### src/rtl/pwm_bank_pkg.sv
`timescale 1ns/1ps
// pwm_bank_pkg: control-word layout and per-channel configuration type.
// Assumes a 32-bit register port; the field positions are fixed by the layout.
package pwm_bank_pkg;
    localparam int REG_W       = 32;
    localparam int EN_POS      = 31;
    localparam int DUTY_LSB    = 16;
    localparam int DUTY_W      = 8;
    localparam int DIV_LSB     = 0;
    localparam int DIV_W       = 13;
    localparam int SLOT_BITS   = 4;   // 16-byte spacing between channels
    localparam int PHASE_MAX   = (1 << DUTY_W) - 1;

    typedef struct packed {
        logic              en;
        logic [DUTY_W-1:0] duty;
        logic [DIV_W-1:0]  div;
    } ch_cfg_t;
endpackage

### src/rtl/pwm_prescaler.sv
`timescale 1ns/1ps
// pwm_prescaler: produces a one-clock tick every (limit+1) clocks while run is high.
// Assumes limit changes only when the count is restarted (idle or at tick).
module pwm_prescaler #(
    parameter int LIM_W = 13
) (
    input  logic             clk,
    input  logic             rst_n,
    input  logic             run,
    input  logic [LIM_W-1:0] limit,
    output logic             tick
);
    logic [LIM_W-1:0] cnt_q;

    assign tick = run && (cnt_q == limit);

    // Count clocks up to the limit and restart; hold at zero while stopped.
    always_ff @(posedge clk) begin
        if (!rst_n || !run) begin
            cnt_q <= '0;
        end else if (cnt_q == limit) begin
            cnt_q <= '0;
        end else begin
            cnt_q <= cnt_q + 1'b1;
        end
    end
endmodule

### src/rtl/pwm_channel.sv
`timescale 1ns/1ps
// pwm_channel: one control word, the shadow values it applies, the phase
// counter and the comparator. Assumes wr_sel is a one-cycle write strobe.
// New high-time and divider values reach the shadow at a period wrap, or
// at once while the channel is stopped, so enabling restarts at phase 0.
module pwm_channel
    import pwm_bank_pkg::*;
(
    input  logic             clk,
    input  logic             rst_n,
    input  logic             wr_sel,
    input  logic [REG_W-1:0] wdata,
    output logic [REG_W-1:0] cfg_word,
    output logic             en,
    output logic             pwm
);
    ch_cfg_t           cfg_q;
    ch_cfg_t           cfg_new;
    logic [DUTY_W-1:0] duty_act_q;
    logic [DIV_W-1:0]  div_act_q;
    logic [DUTY_W-1:0] phase_q;
    logic              tick;
    logic              wrap;
    logic              idle;
    logic              unused_rsv;

    assign cfg_new.en   = wdata[EN_POS];
    assign cfg_new.duty = wdata[DUTY_LSB +: DUTY_W];
    assign cfg_new.div  = wdata[DIV_LSB +: DIV_W];
    assign unused_rsv   = ^{wdata[EN_POS-1:DUTY_LSB+DUTY_W], wdata[DUTY_LSB-1:DIV_LSB+DIV_W]};

    assign idle = !cfg_q.en;
    assign en   = cfg_q.en;
    assign wrap = tick && (phase_q == DUTY_W'(PHASE_MAX));

    // Hold the programmed control word; reserved bits are never stored.
    always_ff @(posedge clk) begin
        if (!rst_n) begin
            cfg_q <= '0;
        end else if (wr_sel) begin
            cfg_q <= cfg_new;
        end
    end

    // Rebuild the 32-bit readback word with reserved bits at zero.
    always_comb begin
        cfg_word = '0;
        cfg_word[EN_POS]              = cfg_q.en;
        cfg_word[DUTY_LSB +: DUTY_W]  = cfg_q.duty;
        cfg_word[DIV_LSB +: DIV_W]    = cfg_q.div;
    end

    // Load the applied values while stopped, or at the end of a period.
    always_ff @(posedge clk) begin
        if (!rst_n) begin
            duty_act_q <= '0;
            div_act_q  <= '0;
        end else if (idle) begin
            duty_act_q <= wr_sel ? cfg_new.duty : cfg_q.duty;
            div_act_q  <= wr_sel ? cfg_new.div  : cfg_q.div;
        end else if (wrap) begin
            duty_act_q <= cfg_q.duty;
            div_act_q  <= cfg_q.div;
        end
    end

    pwm_prescaler #(.LIM_W(DIV_W)) u_presc (
        .clk   (clk),
        .rst_n (rst_n),
        .run   (cfg_q.en),
        .limit (div_act_q),
        .tick  (tick)
    );

    // Advance the phase once per tick; park at zero while stopped.
    always_ff @(posedge clk) begin
        if (!rst_n || idle) begin
            phase_q <= '0;
        end else if (tick) begin
            phase_q <= phase_q + 1'b1;
        end
    end

    assign pwm = cfg_q.en && (phase_q < duty_act_q);
endmodule

### src/rtl/pwm_bank_decode.sv
`timescale 1ns/1ps
// pwm_bank_decode: turns the slot index into per-channel write selects and
// picks the readback word. Assumes NUM_CH <= 2**IDX_W; unused slots read zero.
module pwm_bank_decode
    import pwm_bank_pkg::*;
#(
    parameter int NUM_CH = 4,
    parameter int IDX_W  = 4
) (
    input  logic [IDX_W-1:0]             slot_idx,
    input  logic                         wr,
    input  logic [NUM_CH-1:0][REG_W-1:0] cfg_words,
    output logic [NUM_CH-1:0]            wr_sel,
    output logic [REG_W-1:0]             rdata
);
    // One write select per channel.
    for (genvar i = 0; i < NUM_CH; i++) begin : g_sel
        assign wr_sel[i] = wr && (slot_idx == IDX_W'(i));
    end

    // Return the addressed word, or zero for a slot without a channel.
    always_comb begin
        rdata = '0;
        for (int i = 0; i < NUM_CH; i++) begin
            if (slot_idx == IDX_W'(i)) begin
                rdata = cfg_words[i];
            end
        end
    end
endmodule

### src/rtl/pwm_bank.sv
`timescale 1ns/1ps
// pwm_bank: register-programmed bank of NUM_CH PWM channels.
// Assumes one register access per cycle; reads are combinational.
module pwm_bank
    import pwm_bank_pkg::*;
#(
    parameter int NUM_CH = 4,
    parameter int ADDR_W = 8
) (
    input  logic              clk,
    input  logic              rst_n,
    input  logic [ADDR_W-1:0] reg_addr,
    input  logic              reg_wr,
    input  logic [REG_W-1:0]  reg_wdata,
    output logic [REG_W-1:0]  reg_rdata,
    output logic [NUM_CH-1:0] pwm_out
);
    localparam int IDX_W = ADDR_W - SLOT_BITS;

    logic [NUM_CH-1:0][REG_W-1:0] cfg_words;
    logic [NUM_CH-1:0]            wr_sel;
    logic [NUM_CH-1:0]            ch_en;
    logic                         unused_addr_low;

    assign unused_addr_low = ^reg_addr[SLOT_BITS-1:0];

    pwm_bank_decode #(.NUM_CH(NUM_CH), .IDX_W(IDX_W)) u_dec (
        .slot_idx  (reg_addr[ADDR_W-1:SLOT_BITS]),
        .wr        (reg_wr),
        .cfg_words (cfg_words),
        .wr_sel    (wr_sel),
        .rdata     (reg_rdata)
    );

    for (genvar i = 0; i < NUM_CH; i++) begin : g_ch
        pwm_channel u_ch (
            .clk      (clk),
            .rst_n    (rst_n),
            .wr_sel   (wr_sel[i]),
            .wdata    (reg_wdata),
            .cfg_word (cfg_words[i]),
            .en       (ch_en[i]),
            .pwm      (pwm_out[i])
        );
    end
endmodule

### config.mk
export PLATFORM = sky130hd
export DESIGN_NAME = pwm_bank
export DESIGN_NICKNAME = d
export VERILOG_FILES = /design/src/rtl/pwm_bank_pkg.sv /design/src/rtl/pwm_prescaler.sv /design/src/rtl/pwm_channel.sv /design/src/rtl/pwm_bank_decode.sv /design/src/rtl/pwm_bank.sv
export SDC_FILE = /design/constraint.sdc
export NUM_CORES = 1
export LEC_CHECK = 0
export ABC_AREA = 0
export BUFFER_PORTS_ARGS = -buffer_cell sky130_fd_sc_hd__buf_2
export CORE_MARGIN = 4
export CORE_UTILIZATION = 52
export CTS_CLUSTER_SIZE = 12
export DETAILED_ROUTE_END_ITERATION = 10
export PLACE_DENSITY = 0.76
export SLEW_MARGIN = 25
export SYNTH_ARGS = -nofsm -noshare
export SYNTH_HDL_FRONTEND = slang
export SYNTH_SLANG_ARGS = --single-unit
### constraint.sdc
create_clock -name clk -period 2.3 [get_ports clk]
set_input_delay 0.115 -clock clk [delete_from_list [all_inputs] [get_ports clk]]
set_output_delay 0.115 -clock clk [all_outputs]
set_load 0.05 [all_outputs]
Word-level counts from Yosys, hierarchy flattened

Cells that the tools add are included.

Add/subtract/negate cells: 8
Multiply operators: 0
Div/mod/pow operators: 0
Order comparisons: 4
Equality and inequality tests: 15
Shift operators: 0
Muxes and demuxes: 28
Bitwise logic cells: 0
Reduce and logical (&&, ||, !) cells: 30

Operators with widths:

| kind                                                             | count |
|---|---|
| 13-bit two-way mux                                               | 12 |
| 32-bit two-way mux                                               | 4 |
| 8-bit two-way mux                                                | 12 |
| 13-bit by 1-bit adder with 13-bit output (second input constant) | 4 |
| 13-bit == test                                                   | 4 |
| 8-bit by 1-bit adder with 8-bit output (second input constant)   | 4 |
| 8-bit == test (second input constant)                            | 4 |
| 8-bit < comparator                                               | 4 |
| 1-bit logical AND                                                | 16 |
| 4-bit by 2-bit == test with 1-bit output (second input constant) | 2 |
| 2-bit inequality test (second input constant)                    | 4 |
| 2-bit OR reduction                                               | 4 |
| 1-bit zero test                                                  | 5 |
| 4-bit by 1-bit == test with 1-bit output (second input constant) | 1 |
| 4-bit zero test                                                  | 1 |
| 1-bit logical OR                                                 | 4 |

Bits in registers: 256
Bits in latches: 0
Memory bits (writable): 0
Bits in read-only memories: 0
Input bits: 43
Output and inout port bits: 36
Logic and storage cells: 113
Memories: 0

Longest topological paths before layout

Word-level depth: 5
Gate-level depth with buffers: 8
Gate-level depth less buffers: 7

Cells and area by module

A second synthesis with hierarchy kept.

Cell total of the unflattened synthesis: 1,411
Area, all modules: 13,490.4 µm²

By module, submodules not included:

| module                                    | times used | cells an instance | area each (µm²) | seq. area each (µm²) |
|---|---|---|---|---|
| pwm_channel                               | 4          | 244               | 2,368.5         | 1,021.0 |
| pwm_prescaler at g_ch[0].u_ch.u_presc ... | 3          | 79                | 735.7           | 260.2 |
| pwm_bank_decode                           | 1          | 119               | 1,081.0         | 0.0 |
| pwm_prescaler at g_ch[3].u_ch.u_presc     | 1          | 79                | 728.2           | 260.2 |

Least setup slack after synthesis

Ideal clock, no wire load.

Path type: reg-to-reg
Start point: reg g_ch[1].u_ch.u_presc.cnt_q[2]
End point: reg g_ch[1].u_ch.div_act_q[0]
Library setup time: 122 ps
Arrival time: 2,087 ps
Required time: 2,178 ps
Slack: 91 ps
Stages on the path, launching flop included: 9
Cells stage by stage: dfxtp_1 > buf_6 > xor2_1 > nor4_2 > nand4_2 > or4_1 > nor2b_4 > buf_6 > a221o_1

Longest elaborated chain between the ends: 4

Ends and longest elaborated chain:

| element                         | line                | RTL |
|---|---|---|
| from (decl)                     | pwm_prescaler.sv:13 | `logic [LIM_W-1:0] cnt_q;` |
| from (signal assigned)          | pwm_prescaler.sv:24 | `cnt_q <= cnt_q + 1'b1;` |
| 13-bit == test                  | pwm_prescaler.sv:15 | `assign tick = run && (cnt_q == limit);` |
| 1-bit logical AND               | pwm_prescaler.sv:15 |  |
| 1-bit logical AND               | pwm_channel.sv:34   | `assign wrap = tick && (phase_q == DUTY_W'(PHASE_MAX));` |
| 2-bit inequality test (no line) | -                   |  |
| to (signal assigned)            | pwm_channel.sv:60   | `div_act_q <= wr_sel ? cfg_new.div : cfg_q.div;` |
| to (signal assigned)            | pwm_channel.sv:63   | `div_act_q <= cfg_q.div;` |
| to (decl)                       | pwm_channel.sv:20   | `logic [DIV_W-1:0] div_act_q;` |

Every way passes these cells.
A chain may end at the register's enable or synchronous reset.

Worst setup path in the final report

Start point: reg g_ch[1].u_ch.div_act_q[5]
End point: reg g_ch[1].u_ch.duty_act_q[0]

Longest elaborated chain between the ends: 4

Ends and longest elaborated chain:

| element                         | line                | RTL |
|---|---|---|
| 13-bit == test                  | pwm_prescaler.sv:15 |  |
| 1-bit logical AND               | pwm_prescaler.sv:15 |  |
| 1-bit logical AND               | pwm_channel.sv:34   |  |
| 2-bit inequality test (no line) | -                   |  |
| to (signal assigned)            | pwm_channel.sv:59   | `duty_act_q <= wr_sel ? cfg_new.duty : cfg_q.duty;` |
| to (signal assigned)            | pwm_channel.sv:62   | `duty_act_q <= cfg_q.duty;` |
| to (decl)                       | pwm_channel.sv:19   | `logic [DUTY_W-1:0] duty_act_q;` |

Every way passes these cells.

==> qor.csv <==
stage,metric,value,unit
grt,grt_pass1_wl,46910,um
sta,period_share,0.9627,
drt,wire_per_inst,17.55,um
min_path,min_to,g_ch[3].u_ch.div_act_q[1]$_SDFFE_PN0P_,
final_layout,area_growth,13.88,%
power_and_ir_drop,p_per_area,648.1,mW/mm2
cts,cts_tree,done,
min_path,hold_depth,3,
final_layout,stdcell_area,0.01371,mm2
power_and_ir_drop,p_int,6863,uW
placed_design,io_buffer_count,54,
final_layout,mostFrequentLayoutCells,"dfxtp_1, nor2_1, mux2i_1",
critical_path,arrival,2620,ps
die,die_w,160.2,um
synthesis,async_reset_ff_frac,0,
grt,grt_max_degree,43,
grt,grt_pass1_vias,8906,
die,core_area,0.02271,mm2
critical_path,cp_max_fo,21,
critical_path,cp-end-kind,flop,
critical_path,cp_cell_sequence,"xor2_1, nor4_2, nand4_2, or4_1, nor2b_4, a221o_1",
critical_path,crit_type,reg2reg,
cts,cts_sinks,256,
drt,via_per_inst,5.683,
critical_path,cp_slowest_cell,or4_1,
min_path,worstHoldStart,rst_n,
drt,drt_iter0_markers,641,
synthesis,yosys_warnings,0,
job,maxCapViolations,0,
power_and_ir_drop,ir_drop,426.1,uV
critical_path,crit_required,2710,ps
synthesis,ys_dominant_reg_cell,dfxtp_1,
sta,relSlewSlack,0.6039,
power_and_ir_drop,pwr-share-comb,0.058,
cts,cts_root_buffer,clkbuf_16,
synthesis,yosysUniqueCellTypes,46,
sta,tns,0,ps
drt,ant_nets,0,
critical_path,cp-start-kind,flop,
drt,drt_first_pass_iters,5,
final_layout,layout_commonest_cell,dfxtp_1,
sta,worstMarginPinSlew,590.5,ps
drt,finalWirelength,28340,um
critical_path,r2r-end,g_ch[1].u_ch.duty_act_q[0]$_SDFFE_PN0P_,
critical_path,critical_path.top_delay_family,simple AND/OR/NAND/NOR gates,
cts,cts.htree.levels,1,
sta,setup-violations-final,0,
sta,max_clock_freq,451.6,MHz
power_and_ir_drop,switching_share,0.2277,
critical_path,r2r_cells,6,
critical_path,path_buf_inv,0,
cts,cts_post_setup_buffers_inserted,0,
critical_path,r2r_setup_slack,90,ps
synthesis,ys_seq_elements,256,
sta,final_hold_viol_count,0,
die,die_h,160.2,um
synthesis,syn_area,0.01204,mm2
cts,clock_latency,540,ps
power_and_ir_drop,p_leak,0.005663,uW
cts,cts_max_path_buffers,3,
die,io_pins,79,
drt,num_vias,9178,
final_layout,fillers,1854,
grt,grt-ovfl-total,0,
grt,grt_usage,0.2193,
synthesis,yosysSeqAreaShare,0.4257,
critical_path,r2r_start,g_ch[1].u_ch.div_act_q[5]$_SDFFE_PN0P_,
critical_path,slowest_delay,560,ps
synthesis,syn_area_per_cell,9.662,um2
placed_design,postPlaceCellArea,0.01264,mm2
final_layout,nets,1397,
sta,slew_violations,0,
synthesis,synth_edf_count,0,
placed_design,place.gp.congestion,0.8464,
power_and_ir_drop,pwr-share-clk,0.433,
die,rows,55,
sta,period_needed,2214,ps
die,dieArea,0.02565,mm2
cts,clkTransAtPathRegs,60,ps
power_and_ir_drop,switching_power,2023,uW
final_layout,drive_above_1_share,0.1565,
sta,rsz0062_at_grt,false,
die,start_util,0.5301,
power_and_ir_drop,seqPwrFrac,0.509,
outcome,status,"finished, final reports clean",
min_path,hold_path_class,in2reg,
drt,drcViolationCount,0,
synthesis,syn_inst,1246,
cts,cts_buffers,26,
grt,antenna_found_initial,0,
placed_design,dp_hpwl,20260,um
sta,fin_skew,25.94,ps
[power by group through the flow]
stage / logic, uW / registers (uW) / clock network, uW
6_report: 519 / 4520 / 3850
5_1_grt: 561 / 4520 / 4090
4_1_cts: 509 / 4520 / 3930
3_5_place_dp: 476 / 4620 / 0
3_3_place_gp: 469 / 4610 / 0
2_1_floorplan: 330 / 4600 / 0
[routing by layer]
metal / up-vias / GRT usage / routed length, um
li1: 4473 / - / -
met3: 58 / 0.02813 / 1391
met1: 4392 / 0.2926 / 12630
met4: 0 / 0.07079 / 814
met2: 255 / 0.3709 / 13500
met5: - / 0 / 0
[worst max-delay path by stage]
stage,start,endpoint,depth (start not counted)
floorplan,g_ch[1].u_ch.u_presc.cnt_q[2]$_SDFF_PP0_,g_ch[1].u_ch.div_act_q[0]$_SDFFE_PN0P_,8
CTS,g_ch[3].u_ch.duty_act_q[1]$_SDFFE_PN0P_,pwm_out[3],8
global route,g_ch[0].u_ch.duty_act_q[7]$_SDFFE_PN0P_,pwm_out[0],6
detailed placement,g_ch[1].u_ch.div_act_q[5]$_SDFFE_PN0P_,g_ch[1].u_ch.duty_act_q[3]$_SDFFE_PN0P_,6
global placement,g_ch[1].u_ch.u_presc.cnt_q[5]$_SDFF_PP0_,g_ch[1].u_ch.div_act_q[5]$_SDFFE_PN0P_,6
finish,g_ch[1].u_ch.div_act_q[5]$_SDFFE_PN0P_,g_ch[1].u_ch.duty_act_q[0]$_SDFFE_PN0P_,6
[cells in the mapped netlist (15+ instances only)]
library cell / number / area share
a221o_1: 42 / 0.035
mux4_2: 22 / 0.041
mux2i_1: 91 / 0.076
nor2_1: 195 / 0.061
nand4_1: 19 / 0.0099
xor2_1: 57 / 0.041
inv_1: 41 / 0.013
mux2_2: 35 / 0.033
nand2_1: 38 / 0.012
o21ai_0: 38 / 0.016
ha_1: 36 / 0.037
xnor2_1: 65 / 0.047
clkbuf_1: 42 / 0.013
and3_1: 15 / 0.0078
dfxtp_1: 256 / 0.43
a21oi_1: 42 / 0.017
and2_1: 66 / 0.034
nand3_1: 30 / 0.012
[layout make-up]
cell class,instances,area [um2],share of cell area
antenna,1,2.502,0.0001825
clock buffer,36,728.2,0.05311
clock inverter,3,26.28,0.001916
inverter,42,157.7,0.01150
multi-input combinational,879,6491,0.4734
sequential,256,5130,0.3742
tap,285,356.6,0.02601
timing repair buffer,113,818.3,0.05968
[timing repair]
item,in CTS,in global routing
pin swaps,0,5
endpoints found under the setup margin,3,25
gates resized for setup,6,21
hold buffers,22,0
hold endpoints to repair,51,0
[sequential cells by signal, indices dropped and copies added, names as in the netlist]
name                     cells
g_ch.u_ch.cfg_word          84
g_ch.u_ch.div_act_q         52
g_ch.u_ch.duty_act_q        32
g_ch.u_ch.u_presc.cnt_q     52
g_ch.u_ch.phase_q           32
g_ch.u_ch.en                 4
[cells by family (layout without fill, tap and decap cells)]
group                      after synthesis  in the layout  synth area share
and+or+nand+nor                        406            406            0.1625
DFF                                    256            256            0.4257
AOI/OAI and AO/OA                      157            157           0.09083
muxes                                  148            148            0.1496
xor gates and xnor gates               122            122           0.08876
buffers and inverters                  120            194           0.04490
adders and majority gates               36             36           0.03741
other                                    1             11         0.0003115
[worst min-delay path: stages]
cell and delay (ps):
buf_2 240, o21ai_0 130, a21oi_1 50
[metrics by stage]
step	util	hold WS [ps]	total power [uW]	instances	setup WS (ps)
floorplan	-	258.9	4928	1255	91.07
global placement	0.5564	457.1	5083	1553	129.9
detailed placement	0.5564	462.1	5092	1553	105.1
CTS	0.6002	34.88	8952	1614	10.04
global route	0.6036	69.25	9174	1614	2.011
finish	0.6037	60.72	8886	1615	85.84
Power figures use the tool's default switching activity.
